**config.mk**
```make
export PLATFORM = sky130hd
export DESIGN_NAME = mmu_fault_unit
export DESIGN_NICKNAME = d
export VERILOG_FILES = /design/src/rtl/mmu_fault_pkg.sv /design/src/rtl/mmu_seg_check.sv /design/src/rtl/mmu_fault_classify.sv /design/src/rtl/mmu_reg_update.sv /design/src/rtl/mmu_fault_unit.sv
export SDC_FILE = /design/constraint.sdc
export NUM_CORES = 1
export LEC_CHECK = 0
export CORE_MARGIN = 2
export CORE_UTILIZATION = 29
export CTS_BUF_LIST = sky130_fd_sc_hd__clkbuf_4 sky130_fd_sc_hd__clkbuf_8
export DETAILED_ROUTE_END_ITERATION = 16
export GPL_TIMING_DRIVEN = 0
export PLACE_DENSITY = 0.78
export SYNTH_ARGS = -nofsm -noshare
export SYNTH_HDL_FRONTEND = slang
export SYNTH_SLANG_ARGS = --single-unit
```
**constraint.sdc**
```tcl
create_clock -name clk -period 1.25 [get_ports clk]
set_input_delay 0.25 -clock clk [delete_from_list [all_inputs] [get_ports clk]]
set_output_delay 0.25 -clock clk [all_outputs]
set_load 0.03 [all_outputs]
```
**src/rtl/mmu_fault_pkg.sv**
```systemverilog
package mmu_fault_pkg;

  // Two-bit outcome of the translation lookup
  typedef enum logic [1:0] {
    TLB_HIT   = 2'd0,
    TLB_MISS  = 2'd1,
    TLB_INVAL = 2'd2,
    TLB_CLEAN = 2'd3
  } tlb_res_e;

  // Exception codes raised by this block
  typedef enum logic [4:0] {
    EXC_NONE = 5'd0,
    EXC_MOD  = 5'd1,
    EXC_TLBL = 5'd2,
    EXC_TLBS = 5'd3,
    EXC_ADEL = 5'd4,
    EXC_ADES = 5'd5
  } exc_e;

  typedef struct packed {
    logic fault;
    exc_e code;
    logic refill;
  } verdict_t;

endpackage

```
**src/rtl/mmu_seg_check.sv**
```systemverilog
module mmu_seg_check (
  input  logic addr_msb,
  input  logic user_mode,
  input  logic err_level,
  output logic bad_addr,
  output logic needs_tlb
);

  // The upper half of the space is closed to user mode
  always_comb begin
    bad_addr  = user_mode & addr_msb;
    needs_tlb = ~addr_msb & ~err_level;
  end

endmodule

```
**src/rtl/mmu_fault_classify.sv**
```systemverilog
module mmu_fault_classify
  import mmu_fault_pkg::*;
(
  input  logic     bad_addr,
  input  logic     needs_tlb,
  input  logic     is_write,
  input  tlb_res_e tlb_res,
  output verdict_t verdict
);

  // Priority: segment error first, then the lookup outcome on translated accesses
  always_comb begin
    verdict = '{fault: 1'b0, code: EXC_NONE, refill: 1'b0};
    if (bad_addr) begin
      verdict.fault = 1'b1;
      verdict.code  = is_write ? EXC_ADES : EXC_ADEL;
    end else if (needs_tlb) begin
      unique case (tlb_res)
        TLB_HIT: ;
        TLB_MISS: begin
          verdict.fault  = 1'b1;
          verdict.code   = is_write ? EXC_TLBS : EXC_TLBL;
          verdict.refill = 1'b1;
        end
        TLB_INVAL: begin
          verdict.fault = 1'b1;
          verdict.code  = is_write ? EXC_TLBS : EXC_TLBL;
        end
        TLB_CLEAN: begin
          verdict.fault = 1'b1;
          verdict.code  = EXC_MOD;
        end
        default: ;
      endcase
    end
  end

  // R2 and R3 share codes; only a miss may carry the refill mark
  always_comb begin
    if (verdict.refill) begin
      a_r2_refill_only_on_miss: assert (verdict.fault && tlb_res == TLB_MISS && !bad_addr);
    end
  end

endmodule

```
**src/rtl/mmu_reg_update.sv**
```systemverilog
module mmu_reg_update #(
  parameter int ADDR_W      = 32,
  parameter int ASID_W      = 8,
  parameter int VPN2_LSB    = 13,
  parameter int CTX_VPN_LSB = 4
) (
  input  logic [ADDR_W-1:VPN2_LSB]                           vpn2,
  input  logic [ADDR_W-1:CTX_VPN_LSB+(ADDR_W-VPN2_LSB)]      ctx_keep,
  input  logic [ASID_W-1:0]                                  asid,
  output logic [ADDR_W-1:0]                                  ctx_next,
  output logic [ADDR_W-1:0]                                  ehi_next
);

  localparam int VPN_W        = ADDR_W - VPN2_LSB;
  localparam int CTX_HOLD_LSB = CTX_VPN_LSB + VPN_W;

  always_comb begin
    ctx_next = '0;
    ctx_next[ADDR_W-1:CTX_HOLD_LSB]      = ctx_keep;
    ctx_next[CTX_HOLD_LSB-1:CTX_VPN_LSB] = vpn2;
  end

  always_comb begin
    ehi_next = '0;
    ehi_next[ADDR_W-1:VPN2_LSB] = vpn2;
    ehi_next[ASID_W-1:0]        = asid;
  end

endmodule

```
**src/rtl/mmu_fault_unit.sv**
```systemverilog
module mmu_fault_unit
  import mmu_fault_pkg::*;
#(
  parameter int ADDR_W      = 32,
  parameter int ASID_W      = 8,
  parameter int PAGE_BITS   = 12,
  parameter int CTX_VPN_LSB = 4,
  parameter int SYNC_STAGES = 2
) (
  input  logic              clk,
  input  logic              rst_n,
  input  logic              acc_valid,
  input  logic [ADDR_W-1:0] vaddr,
  input  logic              is_write,
  input  logic              user_mode,
  input  logic              err_level,
  input  logic [1:0]        tlb_result,
  input  logic [ADDR_W-1:0] context_in,
  input  logic [ADDR_W-1:0] entryhi_in,
  output logic              fault_valid,
  output logic [4:0]        exc_code,
  output logic              refill,
  output logic [ADDR_W-1:0] context_out,
  output logic [ADDR_W-1:0] entryhi_out
);

  localparam int VPN2_LSB     = PAGE_BITS + 1;
  localparam int VPN_W        = ADDR_W - VPN2_LSB;
  localparam int CTX_HOLD_LSB = CTX_VPN_LSB + VPN_W;

  // Reset: asserted at once, released through a synchronizer chain
  logic [SYNC_STAGES-1:0] rst_pipe;
  logic                   rst_sync_n;

  always_ff @(posedge clk or negedge rst_n) begin
    if (!rst_n) rst_pipe <= '0;
    else        rst_pipe <= {rst_pipe[SYNC_STAGES-2:0], 1'b1};
  end
  assign rst_sync_n = rst_pipe[SYNC_STAGES-1];

  // Segment check
  logic bad_addr, needs_tlb;
  mmu_seg_check u_seg (
    .addr_msb  (vaddr[ADDR_W-1]),
    .user_mode (user_mode),
    .err_level (err_level),
    .bad_addr  (bad_addr),
    .needs_tlb (needs_tlb)
  );

  // Classification
  verdict_t verdict;
  mmu_fault_classify u_cls (
    .bad_addr  (bad_addr),
    .needs_tlb (needs_tlb),
    .is_write  (is_write),
    .tlb_res   (tlb_res_e'(tlb_result)),
    .verdict   (verdict)
  );

  // Register images
  logic [ADDR_W-1:0] ctx_next, ehi_next;
  mmu_reg_update #(
    .ADDR_W      (ADDR_W),
    .ASID_W      (ASID_W),
    .VPN2_LSB    (VPN2_LSB),
    .CTX_VPN_LSB (CTX_VPN_LSB)
  ) u_upd (
    .vpn2     (vaddr[ADDR_W-1:VPN2_LSB]),
    .ctx_keep (context_in[ADDR_W-1:CTX_HOLD_LSB]),
    .asid     (entryhi_in[ASID_W-1:0]),
    .ctx_next (ctx_next),
    .ehi_next (ehi_next)
  );

  logic [VPN2_LSB+CTX_HOLD_LSB+(ADDR_W-ASID_W)-1:0] unused_bits;
  assign unused_bits = {vaddr[VPN2_LSB-1:0], context_in[CTX_HOLD_LSB-1:0],
                        entryhi_in[ADDR_W-1:ASID_W]};

  // Next state
  logic              fault_d;
  logic [4:0]        code_d;
  logic              refill_d;
  logic [ADDR_W-1:0] ctx_d, ehi_d;
  logic              reg_en;

  always_comb begin
    fault_d  = acc_valid & verdict.fault;
    code_d   = fault_d ? verdict.code : EXC_NONE;
    refill_d = fault_d & verdict.refill;
    reg_en   = fault_d;
    ctx_d    = reg_en ? ctx_next : context_out;
    ehi_d    = reg_en ? ehi_next : entryhi_out;
  end

  // Registers
  always_ff @(posedge clk or negedge rst_sync_n) begin
    if (!rst_sync_n) begin
      fault_valid <= 1'b0;
      exc_code    <= '0;
      refill      <= 1'b0;
    end else begin
      fault_valid <= fault_d;
      exc_code    <= code_d;
      refill      <= refill_d;
    end
  end

  always_ff @(posedge clk or negedge rst_sync_n) begin
    if (!rst_sync_n) begin
      context_out <= '0;
      entryhi_out <= '0;
    end else if (reg_en) begin
      context_out <= ctx_d;
      entryhi_out <= ehi_d;
    end
  end

  // Assertions
  a_r1_user_high_is_addr_err: assert property (@(posedge clk) disable iff (!rst_sync_n)
    $past(rst_sync_n) && $past(acc_valid && user_mode && vaddr[ADDR_W-1])
      |-> fault_valid && !refill && (exc_code == EXC_ADEL || exc_code == EXC_ADES));

  a_r2_refill_is_tlb_code: assert property (@(posedge clk) disable iff (!rst_sync_n)
    refill |-> fault_valid && (exc_code == EXC_TLBL || exc_code == EXC_TLBS));

  a_r4_clean_page_is_mod: assert property (@(posedge clk) disable iff (!rst_sync_n)
    $past(rst_sync_n) && $past(acc_valid && !vaddr[ADDR_W-1] && !err_level &&
                               tlb_result == 2'b11)
      |-> fault_valid && exc_code == EXC_MOD);

  a_r5_regs_hold: assert property (@(posedge clk) disable iff (!rst_sync_n)
    !fault_valid |-> $stable(context_out) && $stable(entryhi_out));

  a_r6_r7_unmapped_silent: assert property (@(posedge clk) disable iff (!rst_sync_n)
    $past(rst_sync_n) && $past(!bad_addr && !needs_tlb) |-> !fault_valid);

  a_r9_asid_kept: assert property (@(posedge clk) disable iff (!rst_sync_n)
    $past(rst_sync_n) && fault_valid
      |-> entryhi_out[ASID_W-1:0] == $past(entryhi_in[ASID_W-1:0]));

  a_r10_strobe_needs_access: assert property (@(posedge clk) disable iff (!rst_sync_n)
    $past(rst_sync_n) && fault_valid |-> $past(acc_valid));

  a_r10_code_zero_when_idle: assert property (@(posedge clk) disable iff (!rst_sync_n)
    !fault_valid |-> exc_code == '0 && !refill);

endmodule

```
==> metrics.md, run 1 <==
| Metric | Value |
|---|---|
| Status | complete, but fails checks |
| Failing checks | setup timing |
| Initial antenna violation count | 0 |
| Element type at the critical path end | flop |
| WL met1 | 1880 um |
| Cell Pwr Density | 1510 nW/um^2 |
| Area grow syn2layout | 73.7% |
| Slew Limit Fails | 0 |
| Compound-gate portion of the synthesized area | 1.61% |
| Yosys warns | 0 |
| Yosys reg bits | 43 |
| Multiplexer area fraction after synthesis | 24.9% |
| Final hold violations | 0 |
| Main combinational cell family by area after synthesis | multiplexers |
| Congestion Overflow GR | 0 |
| Fin cells | 354 |
| Crit Path Max Fanout | 5 |
| Iter 0 DRT Violations | 20 |
| Leakage | 1.72 nW |
| Part of the power in registers | 34.3% |
| Post-synth top cells | dfrtp_1 (43), buf_4 (30), mux2_4 (29) |
| Row cnt | 30 |
| Arr. time, crit path | 1.52 ns |
| CTS Buffer Depth | 2 |
| Met3 WL | 360 um |
| Post-synth ARST share | 100% |
| Required time of the critical path | 1.43 ns |
| Max layer used | met4 |
| Routed vias | 1,448 |
| Setup ws final | -0.0876 ns |
| Largest net degree at the start of global routing | 42 |
| Routed len/inst | 13.7 um |
| Clock power share | 21.4% |
| CTS Buf Count | 5 |
| Via density per instance | 4.09 |
| MaxCap Viol Count | 0 |
| Skew-Pair Late Insertion Delay | 0.29 ns |
| H-tree Lvls | 2 |
| Setup TNS | -1.36 ns |
| Die X | 87.4 um |
| Total GRT Usage | 12.5% |
| Crit Path Class | primary input to flop |
| Worst Skew | 0.00330 ns |
| Count leader, synth | dfrtp_1 |
| I/O pin count | 175 |
| Final period utilization | 107% |
| Die span in y | 87.4 um |
| CTS tree | yes |
| WL final | 4870 um |
| Power, Total | 5.28 mW |
| Synth Area in Adders | 1.86% |
| Port bufs | 103 |
| Layout Nets | 380 |
| Unrepaired setup endpoints after global routing | yes |
| HPWL after DPL | 3300 um |
| # setup viols final | 20 |
| Clock sink total | 43 |
| CTS root buffer | clkbuf_8 |
| Fillers | 611 |
| Vias in the first global route | 1,530 |
| Number of remaining DRC errors | 0 |
| Post-synth top flop | dfrtp_1 |
| Netlist cell types | 19 |
| Xor/xnor share of the synthesized area | 0% |
| Sw Ratio | 34.5% |
| First-pass GRT wire length | 7310 um |
| Number of flops mapped to enable cells by yosys | 0 |
| Core area | 6760 um^2 |
| Minimum clock period | 1.34 ns |
| Final antenna-violating net count | 0 |
| Logic pwr share | 44.3% |
| Worst-margin pin slew | 0.916 ns |
| Post-synth top area share | 53.3% |
| CTS clk-pin slew, worst paths | 0.08 ns |
| Synth area leader | dfrtp_1 |
| Peak VDD IR | 0.783 mV |
| Seq/Total Area, Yosys | 53.3% |
| Syn Area/Cell | 15.3 um^2 |
| Cell Count Post-Placement | 325 |
| Max_slew headroom | 38.9% |
| Top cells by area, synth | dfrtp_1 (53%), mux2_4 (22%), buf_4 (11%) |
| Hold Path Class | primary input to asynchronous set/reset pin |
| Synth Area in Simple Gates | 2.79% |
| Synth Instances | 132 |
| F_max | 0.748 GHz |
| Metal2 WL | 2580 um |
| Startpoint Class | primary input |
| Int Pwr | 3.46 mW |
| Sw power | 1.82 mW |
| Pre-antenna DRT Iters | 2 |
| Die Area | 7640 um^2 |
| Layout cell share with drive strength beyond 1 | 63.1% |
| Initial Util | 29.9% |
| Gpl congestion | 0.681 |
| Synthesized area | 2020 um^2 |
| Diode count | 0 |
-- critical path: stages --
cell and delay (ns):
buf_12 0.09, inv_12 0.03, ha_4 0.15, nor3_4 0.12
o21a_1 0.19, buf_8 0.14, buf_12 0.11, clkbuf_16 0.14
mux2_4 0.29
-- logic make-up after synthesis --
group                    Yosys count
flip-flops                        43
buffers and inverters             36
multiplexers                      35
AND/OR/NAND/NOR                    8
AO/OA/AOI/OAI                      5
adder cells (fa/ha/maj)            3
other                              2
-- worst paths after layout --
check / start / to / slack (ns) / cells after the start
worst min register to register: rst_pipe[0]$_DFF_PN0_ / rst_pipe[1]$_DFF_PN0_ / 0.36 / 0
min in group clk: vaddr[31] / context_out[22]$_DFFE_PN0P_ / 0.25 / 3
max in group asynchronous: rst_pipe[1]$_DFF_PN0_ / context_out[24]$_DFFE_PN0P_ / 0.26 / 0
worst min-delay path: rst_n / rst_pipe[0]$_DFF_PN0_ / 0.11 / 1
worst max register to register: entryhi_out[17]$_DFFE_PN0P_ / entryhi_out[17]$_DFFE_PN0P_ / 0.22 / 3
worst max-delay path: tlb_result[1] / entryhi_out[14]$_DFFE_PN0P_ / -0.09 / 9
-- cells in the final DEF, fill, tap and decap left out, drive strengths merged, types with 2 or more instances in the layout --
master,instances
buf,105
dfrtp,43
clkdlybuf4s50,37
mux2,35
conb,12
clkbuf,11
clkdlybuf4s15,10
and3,3
ha,3
a21oi,2
inv,2
-- flip-flops by register name, indices dropped and copies added, names as in the netlist --
register	cells
entryhi_out	26
context_out	10
exc_code	3
rst_pipe	2
fault_valid	1
refill	1
-- power groups by stage --
stage               clock [mW]  sequential [mW]  combinational [mW]
detailed placement           0             1.83                2.27
finish                    1.13             1.81                2.34
global route              1.24             1.85                2.44
floorplan                    0             2.27               0.891
global placement             0             1.82                2.23
CTS                       1.16             1.81                2.35
-- metal layers --
layer	track usage, %	vias up
met2	21.6	63
met1	15.0	699
met5	0	-
met3	4.08	6
li1	-	680
met4	2.94	0
-- stage by stage --
step                hold WS [ns]  setup WS [ns]  instance area, um^2  util (%)
detailed placement         0.336         -0.992                 3220      47.7
global route              0.0953         -0.111                 3500      51.9
floorplan                -0.0456         -0.162                 2090         -
CTS                        0.103         -0.126                 3620      53.6
global placement           0.335         -0.956                 3220      47.7
finish                     0.113        -0.0876                 3500      51.9
-- layout make-up --
type	count	area [um^2]	share of cell area, %
repair buffers	127	1180	33.6
flip-flops and latches	43	1080	30.7
multi-input cells	63	707	20.2
plain buffers	31	299	8.54
well taps	80	100	2.86
clock buffers	6	82.6	2.36
clock inverters	2	35.0	1.00
inverters	2	25.0	0.714
-- timing repair --
item / in CTS / in global routing
setup buffers: 18 / 4
resized for setup: 278 / 85
gates cloned: 3 / 1
hold buffers: 0 / 0
setup endpoints to repair: 99 / 81
pin swaps: 2 / 3
Note: power is estimated with default switching activity, not from simulation.
==> run 2, diff against run 1 <==
- CTS_BUF_LIST: sky130_fd_sc_hd__clkbuf_4 sky130_fd_sc_hd__clkbuf_8 -> unset
- SETUP_SLACK_MARGIN: unset -> 0.02
==> run 2 against run 1 <==
Effect of this change: clock skew increased by 0.0018 ns; cell count fell by 2.0%; worst hold slack hardly changed; fmax fell by 0.26%; first-iteration DRC count is 10% higher; the run still ends with setup timing left; critical path type unchanged; critical endpoint unchanged; highest routed layer unchanged; clock power barely moved; sequential share of layout area grew 0.58 points; via count down 0.90%; utilization fell by 0.96 points; largest cell class unchanged.
==> metrics.md, run 2 (synthesis results as in run 1) <==
| Metric | Value |
|---|---|
| CTS Buffer Depth | 2 (unchanged) |
| Worst R2R Start | entryhi_out[17]$_DFFE_PN0P_ (unchanged) |
| Failing checks | setup timing (unchanged) |
| Worst-case reg-to-reg path depth | 3 (unchanged) |
| Congestion Overflow GR | 0 (unchanged) |
| Iter 0 DRT Violations | 22 (was 20) |
| Final Util | 50.9% (was 51.9%) |
| Post-CTS Hold Buffers | 0 (unchanged) |
| Hold Path Class | primary input to asynchronous set/reset pin (unchanged) |
| Unrepaired setup endpoints after global routing | yes (unchanged) |
| I/O pin count | 175 (unchanged) |
| Required time of the critical path | 1.43 ns (about the same) |
| Leakage | 1.70 nW (was 1.72 nW) |
| Crit. Startpoint | tlb_result[1] (unchanged) |
| Final antenna-violating net count | 0 (unchanged) |
| Slowest cell on the critical path | mux2_4 (unchanged) |
| Die span in y | 87.4 um (unchanged) |
| Clock sink total | 43 (unchanged) |
| Largest net degree at the start of global routing | 42 (unchanged) |
| Status | complete, but fails checks (unchanged) |
| Layout Nets | 373 (was 380) |
| CTS Buf Count | 5 (unchanged) |
| CP peak stage delay | 0.29 ns (about the same) |
| Worst Skew | 0.00510 ns (was 0.00330 ns) |
| Port bufs | 103 (unchanged) |
| Int Pwr | 3.39 mW (was 3.46 mW) |
| Initial Util | 29.9% (unchanged) |
| Final hold violations | 0 (unchanged) |
| Peak VDD IR | 0.777 mV (was 0.783 mV) |
| Die X | 87.4 um (unchanged) |
| Diode count | 0 (unchanged) |
| Capturing point of the worst reg2reg path | entryhi_out[17]$_DFFE_PN0P_ (unchanged) |
| Pre-antenna DRT Iters | 4 (was 2) |
| F_max | 0.746 GHz (was 0.748 GHz) |
| Worst slack at placement | -0.992 ns (unchanged) |
| Number of remaining DRC errors | 0 (unchanged) |
| Crit Path Class | primary input to flop (unchanged) |
| Core area | 6760 um^2 (unchanged) |
| Gpl congestion | 0.681 (unchanged) |
| Sw power | 1.79 mW (was 1.82 mW) |
| Commonest non-fill, non-tap cells in the layout | dfrtp_1 (42), clkdlybuf4s50_1 (37), buf_2 (37) (was dfrtp_1 (42), clkdlybuf4s50_1 (37), buf_4 (35)) |
| Via density per instance | 4.14 (was 4.09) |
| Arr. time, crit path | 1.52 ns (about the same) |
| MaxCap Viol Count | 0 (unchanged) |
| Fillers | 613 (was 611) |
| HPWL after DPL | 3300 um (unchanged) |
| Element type at the critical path end | flop (unchanged) |
| Layout cell share with drive strength beyond 1 | 62.2% (was 63.1%) |
| Initial antenna violation count | 0 (unchanged) |
| Leading cell type in the layout, fill and taps excluded | dfrtp_1 (unchanged) |
| Multi-input logic area | 718 um^2 (was 707 um^2) |
| Cell Pwr Density | 1510 nW/um^2 (about the same) |
| Biggest register | entryhi_out (unchanged) |
| Top Registers | entryhi_out x26, context_out x10, exc_code x3 (unchanged) |
| # setup viols final | 20 (unchanged) |
| CTS root buffer | clkbuf_8 (unchanged) |
| Total GRT Usage | 12.5% (about the same) |
| Minimum clock period | 1.34 ns (about the same) |
| Skew-Pair Late Insertion Delay | 0.29 ns (about the same) |
| Area grow syn2layout | 70.5% (was 73.7%) |
| Setup ws final | -0.0911 ns (was -0.0876 ns) |
| Vias in the first global route | 1,519 (was 1,530) |
| Routed len/inst | 13.6 um (was 13.7 um) |
| Startpoint Class | primary input (unchanged) |
| Storage element area | 1080 um^2 (unchanged) |
| Row cnt | 30 (unchanged) |
| Die Area | 7640 um^2 (unchanged) |
| Critical-path cell list | buf_12 > inv_12 > ha_4 > nor3_4 > o21a_1 > buf_8 > buf_12 > clkbuf_16 > mux2_4 (unchanged) |
| Worst-margin pin slew | 0.909 ns (was 0.916 ns) |
| Final period utilization | 107% (about the same) |
| Logic pwr share | 43.5% (was 44.3%) |
| Part of the power in registers | 35.0% (was 34.3%) |
| H-tree Lvls | 2 (unchanged) |
| Clock power share | 21.5% (was 21.4%) |
| CTS tree | yes (unchanged) |
| Number of flip-flops in the largest register | 26 (unchanged) |
| Setup TNS | -1.44 ns (was -1.36 ns) |
| Max_slew headroom | 39.4% (was 38.9%) |
| Sw Ratio | 34.5% (about the same) |
| Routed vias | 1,435 (was 1,448) |
| CTS clk-pin slew, worst paths | 0.08 ns (about the same) |
| First-pass GRT wire length | 7320 um (was 7310 um) |
| WL final | 4730 um (was 4870 um) |
| Slew Limit Fails | 0 (unchanged) |
| Crit Path Max Fanout | 5 (unchanged) |
| Reg2Reg Setup Slack | 0.21 ns (was 0.22 ns) |
| Worst path most repeated cell | buf_12 (unchanged) |
run 2: cell types whose count changed in the layout (fill, tap and decap cells not counted):
cell / change
buf_2: +7
buf_4: -9
buf_6: +3
clkbuf_2: -2
clkdlybuf4s15_2: -6
mux2_2: -3
mux2_4: +3
run 2: per-stage QoR:
step / cells / hold slack (ns) / power (mW) / area [um^2]
2_1_floorplan: 142 / -0.0456 / 3.16 / 2090
3_3_place_gp: 325 / 0.335 / 4.06 / 3220
3_5_place_dp: 325 / 0.336 / 4.10 / 3220
4_1_cts: 355 / 0.103 / 5.34 / 3580
5_1_grt: 347 / 0.0955 / 5.45 / 3440
6_report: 347 / 0.113 / 5.18 / 3440
run 2: area by class of cell:
class                           instances  area share (%)
Inverter                                2           0.728
Buffer                                 23            6.95
Clock buffer                            6            2.40
Clock inverter                          2            1.02
Tap cell                               80            2.91
Multi-Input combinational cell         63            20.9
Timing Repair Buffer                  128            33.8
Sequential cell                        43            31.3
run 2: repair_timing:
item	CTS	global route
gates cloned	3	1
endpoints found under the hold margin	0	0
endpoints found under the setup margin	100	67
gates resized for setup	340	45
setup buffers	19	4
pin swaps	2	3
run 2: routing by layer:
metal  vias to the layer above  routed length [um]  global-route usage, %
met5                         -                   0                      0
met4                         0                  46                   2.94
met3                         6                 344                   3.98
met2                        67                2460                   21.5
met1                       698                1880                   15.2
li1                        664                   -                      -
run 2: critical path, delay by kind of cell:
kind                     cells  cell delay (ns)
AO/OA/AOI/OAI                1             0.19
AND/OR/NAND/NOR              1             0.12
multiplexers                 1             0.29
adder cells (fa/ha/maj)      1             0.15
buffers and inverters        5             0.51
run 2: how the worst max path moves through the flow:
| stage | end | slack (ns) | cells past startpoint |
|---|---|---|---|
| 6_report | entryhi_out[14]$_DFFE_PN0P_ | -0.09 | 9 |
| 2_1_floorplan | context_out[30]$_DFFE_PN0P_ | -0.16 | 7 |
| 3_3_place_gp | entryhi_out[2]$_DFFE_PN0P_ | -0.96 | 8 |
| 5_1_grt | entryhi_out[14]$_DFFE_PN0P_ | -0.11 | 9 |
| 3_5_place_dp | entryhi_out[2]$_DFFE_PN0P_ | -0.99 | 8 |
| 4_1_cts | entryhi_out[19]$_DFFE_PN0P_ | -0.13 | 9 |
run 2: power by group through the flow:
stage               Combinational [mW]  Sequential [mW]  Clock [mW]
finish                            2.25             1.82        1.12
global route                      2.35             1.86        1.24
CTS                               2.37             1.80        1.16
detailed placement                2.27             1.83           0
global placement                  2.23             1.82           0
floorplan                        0.891             2.27           0
